`src/rtl/vpic_pkg.sv`:
```
`timescale 1ns/1ps
package vpic_pkg;
   localparam int unsigned VPIC_LEVELS_DFLT = 16;
   localparam int unsigned VPIC_NMI_DFLT    = 2;
   localparam int unsigned VPIC_ADDR_W_DFLT = 16;
   localparam int unsigned VPIC_BASE_DFLT   = 32'hFFE0;
   localparam int unsigned VPIC_SHIFT_DFLT  = 1;

   // byte offset of a level's vector slot
   function automatic int unsigned vpic_offset(input int unsigned lvl, input int unsigned shift);
      return lvl << shift;
   endfunction
endpackage

```
`src/rtl/vpic_pending.sv`:
```
`timescale 1ns/1ps
module vpic_pending #(
   parameter int unsigned N_LEVELS = 16
) (
   input  logic                clk,
   input  logic                rst_n,
   input  logic [N_LEVELS-1:0] evt_i,
   input  logic [N_LEVELS-1:0] clr_i,
   output logic [N_LEVELS-1:0] pend_o
);
   for (genvar i = 0; i < N_LEVELS; i++) begin : g_flag
      always_ff @(posedge clk or negedge rst_n) begin
         if (!rst_n)
            pend_o[i] <= 1'b0;
         else if (evt_i[i])
            pend_o[i] <= 1'b1;
         else if (clr_i[i])
            pend_o[i] <= 1'b0;
      end


      set_wins_chk: assert property (@(posedge clk) disable iff (!rst_n)
         evt_i[i] |=> pend_o[i]);

      clr_only_chk: assert property (@(posedge clk) disable iff (!rst_n)
         (clr_i[i] && !evt_i[i]) |=> !pend_o[i]);
   end
endmodule

```
`src/rtl/vpic_enable.sv`:
```
`timescale 1ns/1ps
module vpic_enable #(
   parameter int unsigned N_LEVELS = 16,
   parameter int unsigned N_NMI    = 2
) (
   input  logic                clk,
   input  logic                rst_n,
   input  logic                we_i,
   input  logic [N_LEVELS-1:0] wdata_i,
   output logic [N_LEVELS-1:0] ena_o
);
   localparam int unsigned N_MASK = N_LEVELS - N_NMI;

   for (genvar i = 0; i < N_LEVELS; i++) begin : g_bit
      if (i >= N_MASK) begin : g_fixed
         assign ena_o[i] = 1'b1;
      end else begin : g_reg
         always_ff @(posedge clk or negedge rst_n) begin
            if (!rst_n)
               ena_o[i] <= 1'b0;
            else if (we_i)
               ena_o[i] <= wdata_i[i];
         end
      end
   end


   wr_take_chk: assert property (@(posedge clk) disable iff (!rst_n)
      we_i |=> ena_o[N_MASK-1:0] == $past(wdata_i[N_MASK-1:0]));

   hold_chk: assert property (@(posedge clk) disable iff (!rst_n)
      !we_i |=> $stable(ena_o));
endmodule

```
`src/rtl/vpic_arbiter.sv`:
```
`timescale 1ns/1ps
module vpic_arbiter #(
   parameter int unsigned N_LEVELS = 16,
   parameter int unsigned LVL_W    = 4
) (
   input  logic                clk,
   input  logic                rst_n,
   input  logic [N_LEVELS-1:0] elig_i,
   output logic                valid_o,
   output logic [LVL_W-1:0]    sel_o
);
   // ascending scan: last hit is the highest level
   always_comb begin
      valid_o = 1'b0;
      sel_o   = '0;
      for (int i = 0; i < N_LEVELS; i++) begin
         if (elig_i[i]) begin
            valid_o = 1'b1;
            sel_o   = LVL_W'(i);
         end
      end
   end


   top_pick_chk: assert property (@(posedge clk) disable iff (!rst_n)
      valid_o |-> (elig_i >> sel_o) == N_LEVELS'(1));

   idle_chk: assert property (@(posedge clk) disable iff (!rst_n)
      !valid_o |-> elig_i == '0);
endmodule

```
`src/rtl/vpic_top.sv`:
```
`timescale 1ns/1ps
module vpic_top
   import vpic_pkg::*;
#(
   parameter int unsigned N_LEVELS  = VPIC_LEVELS_DFLT,
   parameter int unsigned N_NMI     = VPIC_NMI_DFLT,
   parameter int unsigned ADDR_W    = VPIC_ADDR_W_DFLT,
   parameter int unsigned VEC_BASE  = VPIC_BASE_DFLT,
   parameter int unsigned VEC_SHIFT = VPIC_SHIFT_DFLT
) (
   input  logic                clk,
   input  logic                rst_n,
   input  logic [N_LEVELS-1:0] evt_i,
   input  logic                glb_en_i,
   input  logic                en_we_i,
   input  logic [N_LEVELS-1:0] en_wdata_i,
   output logic [N_LEVELS-1:0] en_rdata_o,
   output logic                irq_req_o,
   output logic [ADDR_W-1:0]   irq_vec_o,
   input  logic                irq_ack_i
);
   localparam int unsigned LVL_W = (N_LEVELS > 1) ? $clog2(N_LEVELS) : 1;
   localparam logic [N_LEVELS-1:0] NMI_MASK = ~({N_LEVELS{1'b1}} >> N_NMI);
   localparam logic [ADDR_W-1:0] TOP_VEC =
      ADDR_W'(VEC_BASE + vpic_offset(N_LEVELS - 1, VEC_SHIFT));

   if (N_LEVELS < 2 || N_LEVELS > 32) begin : g_bad_levels
      $error("vpic_top: N_LEVELS must lie in 2..32");
   end
   if (N_NMI >= N_LEVELS) begin : g_bad_nmi
      $error("vpic_top: N_NMI must leave at least one maskable level");
   end
   if (VEC_BASE + vpic_offset(N_LEVELS, VEC_SHIFT) > (64'd1 << ADDR_W)) begin : g_bad_vec
      $error("vpic_top: vector table overruns the address space");
   end

   logic [N_LEVELS-1:0] ena;
   logic [N_LEVELS-1:0] pend;
   logic [N_LEVELS-1:0] elig;
   logic [N_LEVELS-1:0] clr;
   logic                valid;
   logic [LVL_W-1:0]    sel;

   vpic_enable #(.N_LEVELS(N_LEVELS), .N_NMI(N_NMI)) u_enable (
      .clk(clk), .rst_n(rst_n), .we_i(en_we_i), .wdata_i(en_wdata_i), .ena_o(ena)
   );

   vpic_pending #(.N_LEVELS(N_LEVELS)) u_pending (
      .clk(clk), .rst_n(rst_n), .evt_i(evt_i), .clr_i(clr), .pend_o(pend)
   );

   assign elig = pend & ena & (glb_en_i ? {N_LEVELS{1'b1}} : NMI_MASK);

   vpic_arbiter #(.N_LEVELS(N_LEVELS), .LVL_W(LVL_W)) u_arbiter (
      .clk(clk), .rst_n(rst_n), .elig_i(elig), .valid_o(valid), .sel_o(sel)
   );

   assign clr        = (irq_ack_i && valid) ? (N_LEVELS'(1) << sel) : '0;
   assign irq_req_o  = valid;
   assign irq_vec_o  = ADDR_W'(VEC_BASE) + (ADDR_W'(sel) << VEC_SHIFT);
   assign en_rdata_o = ena;


   nmi_take_chk: assert property (@(posedge clk) disable iff (!rst_n)
      pend[N_LEVELS-1] |-> (irq_req_o && irq_vec_o == TOP_VEC));

   mask_gate_chk: assert property (@(posedge clk) disable iff (!rst_n)
      (!glb_en_i && irq_req_o) |-> (32'(sel) >= N_LEVELS - N_NMI));

   idle_ack_chk: assert property (@(posedge clk) disable iff (!rst_n)
      (irq_ack_i && !irq_req_o) |=> pend == ($past(pend) | $past(evt_i)));

   vec_align_chk: assert property (@(posedge clk) disable iff (!rst_n)
      irq_req_o |-> (irq_vec_o >= ADDR_W'(VEC_BASE) && irq_vec_o <= TOP_VEC));
endmodule

```
`config.mk`:
```
export PLATFORM = sky130hd
export DESIGN_NAME = vpic_top
export DESIGN_NICKNAME = d
export VERILOG_FILES = /design/src/rtl/vpic_pkg.sv /design/src/rtl/vpic_pending.sv /design/src/rtl/vpic_enable.sv /design/src/rtl/vpic_arbiter.sv /design/src/rtl/vpic_top.sv
export SDC_FILE = /design/constraint.sdc
export NUM_CORES = 1
export LEC_CHECK = 0
export BUFFER_PORTS_ARGS = -buffer_cell sky130_fd_sc_hd__buf_2
export CAP_MARGIN = 20
export CORE_ASPECT_RATIO = 0.6
export CORE_UTILIZATION = 50
export CTS_CLUSTER_SIZE = 25
export DETAILED_ROUTE_END_ITERATION = 12
export PLACE_DENSITY_LB_ADDON = 0.3
export SLEW_MARGIN = 20
export SYNTH_ARGS = -nofsm -noshare
export SYNTH_HDL_FRONTEND = slang
export SYNTH_SLANG_ARGS = --single-unit
export TNS_END_PERCENT = 10
```
`constraint.sdc`:
```
create_clock -name clk -period 4.5 [get_ports clk]
set_input_delay 0.225 -clock clk [delete_from_list [all_inputs] [get_ports clk]]
set_output_delay 0.225 -clock clk [all_outputs]
set_load 0.01 [all_outputs]
```
## Word-level counts from Yosys, hierarchy flattened

Cells that the tools add are included.
Widths: inputs -> output; s select.

- Reduce and logical (&&, ||, !) cells: 17
- Bitwise logic cells: 2
- Mux-type cells: 65
- Shift operators: 1
- Add/subtract/negate cells: 1

Operators with widths:

| operator | number |
|---|---|
| $mux 1 | 49 |
| $and 16x16->16 | 2 |
| $mux 4 | 8 |
| $reduce_bool 2->1 | 16 |
| $mux 16 | 1 |
| $shl 1x4->16 const A | 1 |
| $mux 14 | 1 |
| $mux 3 | 4 |
| $add 6x6->7 const A | 1 |
| $mux 2 | 2 |
| $logic_and 1x1->1 | 1 |

- Input port bits: 37
- Register bits: 30

## Depth between registers and ports, before layout

Gate-level depths: netlist (run 1).

- Depth in word-level cells: 22
- Depth in mapped cells: 8

## Modules after synthesis

From an unflattened synthesis (run 1), not the netlist that was laid out.

- Cells, all modules: 163
- Area total of the unflattened synthesis: 1604.0 µm²

By module, submodules not included:

| module | seq. area each (µm²) | area an instance (µm²) | instances | cells an instance |
|---|---|---|---|---|
| vpic_pending | 400.4 | 580.6 | 1 | 48 |
| vpic_enable | 350.3 | 538.0 | 1 | 32 |
| vpic_top | 0.0 | 324.1 | 1 | 54 |
| vpic_arbiter | 0.0 | 161.4 | 1 | 29 |

## Worst setup path after synthesis (run 1)

OpenSTA, ideal clock, no wires.

- Path type: register to register
- Start: reg u_enable.ena_o[13]
- End: reg u_pending.pend_o[2]
- Required time: 4.374 ns
- Arrival time: 1.771 ns
- Slack: 2.602 ns
- Stages on the path, launching flop included: 6
- Path through: dfrtp_1 -> a22o_4 -> a211oi_4 -> nand3_1 -> or4_1 -> o32a_1

- Cells in the longest elaborated chain, start to end: 8
- Elaborated cells between the ends (all ways): 12

RTL lines:

| what | line | text |
|---|---|---|
| start, declared | vpic_enable.sv:10 | `output logic [N_LEVELS-1:0] ena_o` |
| start signal, assigned by index | vpic_enable.sv:22 | `ena_o[i] <= wdata_i[i];` |
| $and 16x16->16 * (2 in a row) | vpic_top.sv:52 | `assign elig = pend & ena & (glb_en_i ? {N_LEVELS{1'b1}} : NMI_MASK);` |
| $mux 4 or $mux 1 (tied branches) (3 in a row) | vpic_arbiter.sv:17 | `if (elig_i[i]) begin` |
| $shl 1x4->16 or $logic_and 1x1->1 (tied branches) | vpic_top.sv:58 | `assign clr = (irq_ack_i && valid) ? (N_LEVELS'(1) << sel) : '0;` |
| $mux 16 * | vpic_top.sv:58 |  |
| $reduce_bool 2->1 (no source line) * | n/a |  |
| end signal, assigned by index | vpic_pending.sv:14 | `pend_o[i] <= 1'b0;` |
| end signal, assigned by index | vpic_pending.sv:16 | `pend_o[i] <= 1'b1;` |
| end signal, assigned by index | vpic_pending.sv:18 | `pend_o[i] <= 1'b0;` |
| end, declared | vpic_pending.sv:9 | `output logic [N_LEVELS-1:0] pend_o` |

Every way passes the cells marked *; elsewhere a longest branch is shown, timed or not.
A chain may end at the register's enable or synchronous reset.

## Final worst setup path (run 1)

- Start: reg u_pending.pend_o[13]
- End: out irq_req_o

- Cells in the longest elaborated chain, start to end: 5

RTL lines:

| what | line | text |
|---|---|---|
| $and 16x16->16 (2 in a row) | vpic_top.sv:52 |  |
| $mux 1 (3 in a row) | vpic_arbiter.sv:17 |  |
| end, declared | vpic_top.sv:18 | `output logic irq_req_o,` |

No other way between the ends.

==> results of run 1 <==
[area by class of cell]
cell class | count | area [µm²] | share of cell area
repair buffers | 55 | 283 | 0.146
well taps | 42 | 52.6 | 0.0272
multi-input cells | 115 | 741 | 0.383
flip-flops and latches | 30 | 751 | 0.389
clock buffers | 6 | 82.6 | 0.0427
inverters | 6 | 22.5 | 0.0117
[through the flow]
step | hold slack, ns | instances | utilization | setup slack [ns]
finish | 0.132 | 254 | 0.656 | 2.27
global route | 0.130 | 254 | 0.656 | 2.16
CTS | 0.126 | 254 | 0.656 | 2.26
detailed placement | 0.294 | 247 | 0.624 | 2.53
global placement | 0.288 | 247 | 0.624 | 2.56
floorplan | -0.0706 | 168 | - | 2.60
[final timing paths]
check                           cells past startpoint                   end            startpoint  slack, ns
worst max register to register                      5   u_pending.pend_o[2]  u_pending.pend_o[13]       2.50
worst min register to register                      1  u_pending.pend_o[10]  u_pending.pend_o[10]       0.52
min in group asynchronous                           2     u_enable.ena_o[5]                 rst_n       0.52
worst min-delay path                                2  u_pending.pend_o[15]             evt_i[15]       0.13
max in group asynchronous                           2     u_enable.ena_o[2]                 rst_n       3.53
worst max-delay path                                5             irq_req_o  u_pending.pend_o[13]       2.27
[kinds of logic after synthesis]
group	share of synthesized area
AO/OA/AOI/OAI	0.195
buffers and inverters	0.0905
flip-flops	0.472
multiplexers	0.0991
other	0.00472
AND/OR/NAND/NOR	0.138
[worst register-to-register path: cells and delay by family (launching register included)]
kind	cells	cell delay [ns]
AO/OA/AOI/OAI	3	0.91
flip-flops	1	0.41
AND/OR/NAND/NOR	2	0.55
[sequential cells by signal, summed over array words and instances (netlist names)]
name / count
u_enable.ena_o: 14
u_pending.pend_o: 16
[metal layers]
layer	vias to the layer above	global-route usage
met4	0	0.0906
met2	66	0.375
met3	4	0.0708
met5	-	0
li1	648	-
met1	661	0.338
[cells in the final DEF (no fill, tap or decap), types with 2 or more instances in the layout]
cell / count
and2_1: 2
o32a_1: 3
mux2_2: 14
nand2_1: 15
a22o_1: 2
a21o_1: 2
nand2b_1: 2
nand4_1: 2
o21ai_0: 3
clkbuf_8: 6
nand3_1: 2
o211ai_1: 2
dfrtp_1: 30
inv_1: 5
conb_1: 14
a41oi_1: 4
a21oi_1: 4
nor2_1: 20
a32o_1: 2
a31oi_1: 8
buf_2: 53
[report_power, final]
part,switching [mW],internal (mW)
Combinational,0.0649,0.0479
Clock,0.0937,0.118
Sequential,0.0147,0.284
Total,0.173,0.450
[repair_timing]
item | CTS | global route
hold endpoints to repair | 17 | 0
hold buffers | 1 | 0
resized for setup | 0 | 0
endpoints found under the setup margin | 0 | 0
==> run metrics, run 1 <==
Syn. warnings 0; via count around 1,400; CP bufs+invs 1; number of post-CTS setup repair buffers 0; final WL ~4000 µm; Final #Nets 250; Cell variety after synth 37; post-place instance area between 0.0015 and 0.002 mm²; Cell Rows 15; crit-path max FO 6; Area contributors post-synth dfrtp_1 47%, mux2_2 9.9%, buf_4 7.1%; share of the synthesized area in the top cell type 0.472; DR top layer met4; setup TNS 0 ns; Clock Latency Late Sink 0.28 ns; dpl hpwl about 2900 µm; Total GRT Usage 0.247; I/O Pins 70; Leak ~0.86 nW; Yosys reg bits 30; drt via density 5.43; first-pass GRT wire length 5890 µm; Fin. Hold Viols 0; CP max stage cell or3b_2; Initial Util 0.540; Root Buffer clkbuf_8; Crit Path Category reg2out; sequential area share after synthesis 0.472; number of enable flip-flop cells after synthesis 0; antenna diode count 0; RSZ-0062 raised after global routing false; Min Clock Period, post-route between 2 and 2.5 ns; Clock Pin Slew Worst Setup and Hold Paths 0.06 ns; leading area contributor after synthesis dfrtp_1; pwr dens between 300 and 400 mW/mm²; Avg Inst Size Synth around 10 µm²; critical path launch point type flop; WL/cell 15.3 µm; Primary FF master, synth dfrtp_1; vias in the first global route 1,227; Die H ~46 µm; drt drc 0; top-count cell post-synth dfrtp_1; met3 wire len 335 µm; Core Area 0.00295 mm²; metal1 wirelength 1790 µm; top cells by count, synth 30 x dfrtp_1, 20 x nor2_1, 15 x buf_4, 15 x nand2_1, 14 x mux2_2; Critical Path RT about 4.3 ns; number of port buffers 53; Layout area overhead 21.5%; fmax 449 MHz; CTS buffer count 5; TritonCTS Sinks 30; Initial DRC Count between 50 and 60; fillcell total 250; worst path arrival time about 2.0 ns; Max-slew headroom 0.546; ys async rst share 1.00; status complete, no violations; total power 623 µW; Final Cell Area 0.00193 mm²; Die Area 0.00342 mm²; CTS max path bufs 2; antenna-violating nets left 0; H-Tree Depth 2; Top delay family on crit path compound AO/OA/AOI/OAI gates; routability cong. around 0.91; die width 74.8 µm; CP max stage delay 0.44 ns; Hold Crit Class in2reg; total grt overflow 0; CTS tree built; Worst setup EP type primary output; WL met2 around 1800 µm; cell chain of the critical path a22o_4 > a211oi_4 > nand2_1 > or3b_2 > buf_2; Slew @ Worst Pin 0.681 ns; synthesized area about 0.0016 mm²; Max Cap Violations 0; layout cells sized above 1 0.377; maximum vdd drop between 0.00015 and 0.0002 V; Tcrit/Tclk final 0.495; Fin Clk Skew 0.00632 ns; TritonRoute pass-1 iters 4; final setup vio count 0; Syn Inst Count 156; count of pins over their slew limit 0; initial antenna violation count 0; largest net degree at the start of global routing 31
No activity file was read; power rests on OpenSTA's default activity.
==> run 2, diff against run 1 <==
--- a/config.mk
+++ b/config.mk
@@ -8,7 +8,7 @@
 export BUFFER_PORTS_ARGS = -buffer_cell sky130_fd_sc_hd__buf_2
 export CAP_MARGIN = 20
 export CORE_ASPECT_RATIO = 0.6
-export CORE_UTILIZATION = 50
+export CORE_UTILIZATION = 42
 export CTS_CLUSTER_SIZE = 25
 export DETAILED_ROUTE_END_ITERATION = 12
 export PLACE_DENSITY_LB_ADDON = 0.3
==> constraint.sdc (replaced) <==
create_clock -name clk -period 1.8 [get_ports clk]
set_input_delay 0.09 -clock clk [delete_from_list [all_inputs] [get_ports clk]]
set_output_delay 0.09 -clock clk [all_outputs]
set_load 0.01 [all_outputs]
==> run 2 against run 1 <==
  * The flow now finishes with violations (negative setup slack)
  * Power grew to 2.6 times the previous value
  * Clock skew is 0.0023 ns lower
  * Via count up 6.5%
  * Critical path depth is 1 higher
  * Hold slack got worse by 0.099 ns
  * Die area rose by 18%
  * Register-to-register slack got worse by 2.7 ns
  * Critical path type unchanged
  * First-iteration DRC count increased by 34%
  * Wire length up 8.1%
  * Sequential power up 150%
==> run metrics, run 2 (synthesis gave the netlist of run 1 again) <==
drt via density 5.19 (-4.4%); TritonRoute pass-1 iters 4 (unchanged); Min Clock Period, post-route just over 2 ns; Cell Rows 16 (+1); initial antenna violation count 0 (unchanged); Final #Nets 274 (+9.6%); Total GRT Usage 0.219 (-0.0276); final setup vio count 9 (+9); r2r setup slk -0.19 ns (-2.69 ns); failing checks negative setup slack; number of port buffers 53 (unchanged); CTS tree built; Crit Path Category reg2out; CTS buffer count 5 (unchanged); H-Tree Depth 2 (unchanged); CTS max path bufs 2 (unchanged); crit-path max FO 3 (-3); fmax ~500 MHz; critical path launch point type flop; count of pins over their slew limit 0 (unchanged); Critical Path RT 1.71 ns (-2.57 ns); TritonCTS Sinks 30 (unchanged); worst path arrival time 1.96 ns (-0.04 ns); Tcrit/Tclk final 1.14; total grt overflow 0 (unchanged); WL/cell 14.9 µm (-3.0%); first-pass GRT wire length 6230 µm (+5.9%); Clock Latency Late Sink 0.29 ns (about the same); status finished with violations; routability cong. 0.841 (-7.2%); commonest non-fill, non-tap cells in the layout 51 x buf_2, 30 x dfrtp_1, 19 x buf_4; Die H 49.7 µm (+8.7%); max reg flops 16 (unchanged); Leak 0.999 nW (+16%); Slew @ Worst Pin 0.668 ns (-0.0127 ns); I/O Pins 70 (unchanged); Initial DRC Count 78 (+34%); via count 1,469 (+6.5%); Hold Crit Class in2reg; Root Buffer clkbuf_8; pwr dens 748 mW/mm² (+130%); biggest regs u_pending.pend_o (16), u_enable.ena_o (14); Core Area 0.00342 mm² (+16%); post-place instance area 0.00196 mm² (+6.3%); vias in the first global route 1,268 (+3.3%); dpl hpwl 3050 µm (+4.1%); Fin Clk Skew 0.00398 ns (-0.00234 ns); Layout area overhead 38.7%; Worst setup EP type primary output; final WL 4210 µm (+8.1%); largest register by flop count u_pending.pend_o; largest net degree at the start of global routing 31 (unchanged); drt drc 0 (unchanged); Initial Util 0.465 (-0.0752); antenna-violating nets left 0 (unchanged); Max-slew headroom 0.554 (+0.00850); layout cells sized above 1 0.475 (+0.0974); final cell count without fillers 283 (+11%); Final WS setup -0.250 ns (-2.52 ns); maximum vdd drop 0.000383 V (+120%); antenna diode count 0 (unchanged); Clock Pin Slew Worst Setup and Hold Paths 0.06 ns (about the same); Max Cap Violations 0 (unchanged); commonest non-fill, non-tap cell in the layout buf_2; placed insts 265 (+7.3%); RSZ-0062 raised after global routing true; die width 81.4 µm (+8.9%); Fin. Hold Viols 0 (unchanged); Die Area 0.00404 mm² (+18%); Final Cell Area 0.00221 mm² (+14%)
-- run 2: power by group --
part           internal (mW)  switching (mW)
Sequential             0.710          0.0352
Combinational          0.160           0.185
Clock                  0.308           0.253
Total                   1.18           0.473
-- run 2: path summary, 6_finish.rpt --
| path | start | end | cells past startpoint |
|---|---|---|---|
| max | u_pending.pend_o[13] | irq_req_o | 6 |
| min | en_wdata_i[3] | u_enable.ena_o[3] | 2 |
| max reg2reg | u_pending.pend_o[13] | u_pending.pend_o[2] | 6 |
| min reg2reg | u_pending.pend_o[10] | u_pending.pend_o[10] | 1 |
| max in group asynchronous | rst_n | u_pending.pend_o[4] | 2 |
| min in group asynchronous | rst_n | u_enable.ena_o[3] | 2 |
-- run 2: area by class of cell --
| class | instances | area, µm² |
|---|---|---|
| clock buffers | 7 | 86.3 |
| clock inverters | 1 | 5.00 |
| fillers | 281 | 1220 |
| inverters | 6 | 25.0 |
| multi-input cells | 115 | 787 |
| flip-flops and latches | 30 | 751 |
| well taps | 45 | 56.3 |
| repair buffers | 79 | 495 |
-- run 2: stage by stage --
step | utilization | setup WS (ns) | setup TNS (ns) | hold WS (ns) | total power, mW
2_1_floorplan | - | -0.0628 | -0.0628 | -0.206 | 0.931
3_3_place_gp | 0.571 | -0.0548 | -0.0548 | 0.159 | 1.06
5_1_grt | 0.644 | -0.328 | -2.03 | 0.0345 | 1.73
4_1_cts | 0.618 | -0.242 | -0.935 | 0.0310 | 1.63
6_report | 0.644 | -0.250 | -1.11 | 0.0331 | 1.65
3_5_place_dp | 0.571 | -0.0954 | -0.199 | 0.165 | 1.06
-- run 2: routing by layer --
layer  routed length, µm  vias up  global-route usage
met5                   0        -                   0
met4                  68        0              0.0982
met3                 345        7              0.0630
met2                1690       72               0.282
met1                2110      688               0.330
li1                    -      702                   -
-- run 2: critical path: stages, from the launching register on --
cell and delay (ns):
dfrtp_1 0.39, a22o_4 0.29, a211oi_4 0.28, buf_4 0.17, nand2_2 0.05, or3b_4 0.37, buf_6 0.13
-- run 2: what timing repair did --
action                     4_1_cts  5_1_grt
hold buffers                     3        0
hold endpoints to repair        32        0
buffers inserted                 3        4
setup endpoints to repair        8       14
resized for setup                4       15
pin swaps                        3        8
==> run 3, diff against run 2 <==
--- a/config.mk
+++ b/config.mk
@@ -8,7 +8,7 @@
 export BUFFER_PORTS_ARGS = -buffer_cell sky130_fd_sc_hd__buf_2
 export CAP_MARGIN = 20
 export CORE_ASPECT_RATIO = 0.6
-export CORE_UTILIZATION = 42
+export CORE_UTILIZATION = 40
 export CTS_CLUSTER_SIZE = 25
 export DETAILED_ROUTE_END_ITERATION = 12
 export PLACE_DENSITY_LB_ADDON = 0.3
==> run 3 against run 2 <==
  * The run still ends with negative setup slack left
  * Sequential power about the same
  * Clock skew about the same
  * Non-clock buffer count down 3
  * Die area up 4.8%
  * Worst setup slack better by 0.040 ns
  * Design area down 0.23%
  * Wire length down 2.5%
  * Critical path type unchanged
==> run metrics, run 3 (synthesis gave the netlist of run 1 again) <==
status finished with violations; failing checks negative setup slack; fillcell total 340 (+21%); critical path launch point type flop; Max-slew headroom 0.558 (+0.00367); total grt overflow 0 (unchanged); count of pins over their slew limit 0 (unchanged); pwr dens 871 mW/mm² (+16%); CTS buffer count 5 (unchanged); Initial DRC Count 54 (-31%); biggest regs u_pending.pend_o (16), u_enable.ena_o (14); CP bufs+invs 2 (unchanged); antenna diode count 0 (unchanged); via count 1,441 (-1.9%); Max Cap Violations 0 (unchanged); final cell count without fillers 282 (-0.35%); CTS tree built; WL/cell 14.6 µm (-2.1%); Fin. Hold Viols 0 (unchanged); maximum vdd drop 0.000526 V (+37%); vias in the first global route 1,294 (+2.1%); layout cells sized above 1 0.451 (-0.0237); max reg flops 16 (unchanged); Core Area 0.00374 mm² (+9.4%); Final WS setup -0.211 ns (+0.0395 ns); CTS max path bufs 2 (unchanged); Clock Pin Slew Worst Setup and Hold Paths 0.06 ns (about the same); placed insts 267 (+0.75%); TritonCTS Sinks 30 (unchanged); Top delay family on crit path compound AO/OA/AOI/OAI gates; drt via density 5.11 (-1.6%); Min Clock Period, post-route 2.01 ns (-0.0395 ns); Root Buffer clkbuf_8; total power 1.92 mW (+16%); Die H 50.8 µm (+2.4%); Multi-input gate area 767 µm² (-2.5%); cell chain of the critical path a22o_4 > a211oi_4 > buf_4 > nand2_2 > or3b_4 > buf_6; Worst setup EP type primary output; Total GRT Usage 0.211 (-0.00767); die width 83.4 µm (+2.4%); fmax 497 MHz (+2.0%); largest net degree at the start of global routing 31 (unchanged); I/O Pins 70 (unchanged); worst path arrival time 1.92 ns (-0.04 ns); Layout area overhead 38.4%; dpl hpwl 3020 µm (-1.3%); Leak 1.00 nW (+0.22%); Critical Path RT 1.71 ns (about the same); commonest non-fill, non-tap cell in the layout buf_2; initial antenna violation count 0 (unchanged); H-Tree Depth 2 (unchanged); Clock Latency Late Sink 0.28 ns (about the same); Die Area 0.00424 mm² (+4.8%); Tcrit/Tclk final 1.12 (-0.0220); Final Util 0.588 (-0.0565); largest register by flop count u_pending.pend_o; RSZ-0062 raised after global routing true; routability cong. 0.867 (+3.1%); Fin Clk Skew 0.00404 ns (+0.0000581 ns); number of port buffers 53 (unchanged); antenna-violating nets left 0 (unchanged); Hold Crit Class in2reg; commonest non-fill, non-tap cells in the layout 52 x buf_2, 30 x dfrtp_1, 20 x nor2_1; final setup vio count 7 (-2); Cell Rows 17 (+1); final WL 4110 µm (-2.5%); first-pass GRT wire length 6630 µm (+6.4%); TritonRoute pass-1 iters 4 (unchanged); Final #Nets 271 (-1.1%); CP max stage cell dfrtp_1; Initial Util 0.425 (-0.0397); crit-path max FO 2 (-1); FF+latch area 751 µm² (unchanged); drt drc 0 (unchanged); Slew @ Worst Pin 0.663 ns (-0.00551 ns); Crit Path Category reg2out; CP max stage delay 0.39 ns (about the same)
==> run 3: cell types whose count changed in the layout (fill, tap and decap cells not counted), moves of 2 or more <==
cell and change:
buf_6 -3, nor2_1 +3, nor2_2 -3, a21oi_1 +2, a21oi_2 -2, bufinv_16 +2
==> run 3: path summary, 6_finish.rpt <==
check / slack, ns / cells past startpoint / from / endpoint
worst max-delay path: -0.21 / 6 / u_pending.pend_o[13] / irq_req_o
max in group asynchronous: 1.00 / 2 / rst_n / u_enable.ena_o[9]
worst max register to register: -0.19 / 6 / u_pending.pend_o[13] / u_pending.pend_o[2]
worst min register to register: 0.50 / 1 / u_pending.pend_o[10] / u_pending.pend_o[10]
worst min-delay path: 0.04 / 2 / en_wdata_i[11] / u_enable.ena_o[11]
min in group asynchronous: 0.37 / 2 / rst_n / u_pending.pend_o[5]
==> run 3: per-layer routing <==
| metal | track usage | vias to the layer above | part of all wire |
|---|---|---|---|
| li1 | - | 694 | - |
| met1 | 0.316 | 669 | 0.51 |
| met2 | 0.295 | 75 | 0.38 |
| met3 | 0.0695 | 3 | 0.11 |
| met4 | 0.0431 | 0 | 0.0037 |
| met5 | 0 | - | 0 |
==> run 3: layout make-up <==
cell class	count	share of cell area
clock buffer	6	0.0375
clock inverter	2	0.0273
inverter	6	0.0102
multi-input combinational	115	0.348
sequential	30	0.341
tap	47	0.0267
timing repair buffer	76	0.209
==> run 3: through the flow <==
step / area [µm²] / hold slack, ns / TNS, ns / setup slack (ns)
after floorplan: 1640 / -0.206 / -0.0628 / -0.0628
after global placement: 1960 / 0.160 / -0.0560 / -0.0467
after detailed placement: 1960 / 0.161 / -0.242 / -0.113
after CTS: 2190 / 0.0277 / -0.973 / -0.248
after global routing: 2200 / 0.0284 / -1.92 / -0.274
final: 2200 / 0.0364 / -0.785 / -0.211
==> run 3: repair_timing <==
| action | 4_1_cts | 5_1_grt |
|---|---|---|
| hold buffers | 3 | 0 |
| resized for setup | 8 | 2 |
| pin swaps | 4 | 3 |
| setup endpoints to repair | 7 | 15 |
| endpoints found under the hold margin | 32 | 0 |
| buffers inserted | 4 | 0 |
==> run 3: power by group <==
part	total [mW]	leakage [nW]	internal (mW)	switching, mW
Sequential	0.743	0.307	0.710	0.0328
Clock	0.845	0.0714	0.590	0.255
Combinational	0.330	0.623	0.150	0.180
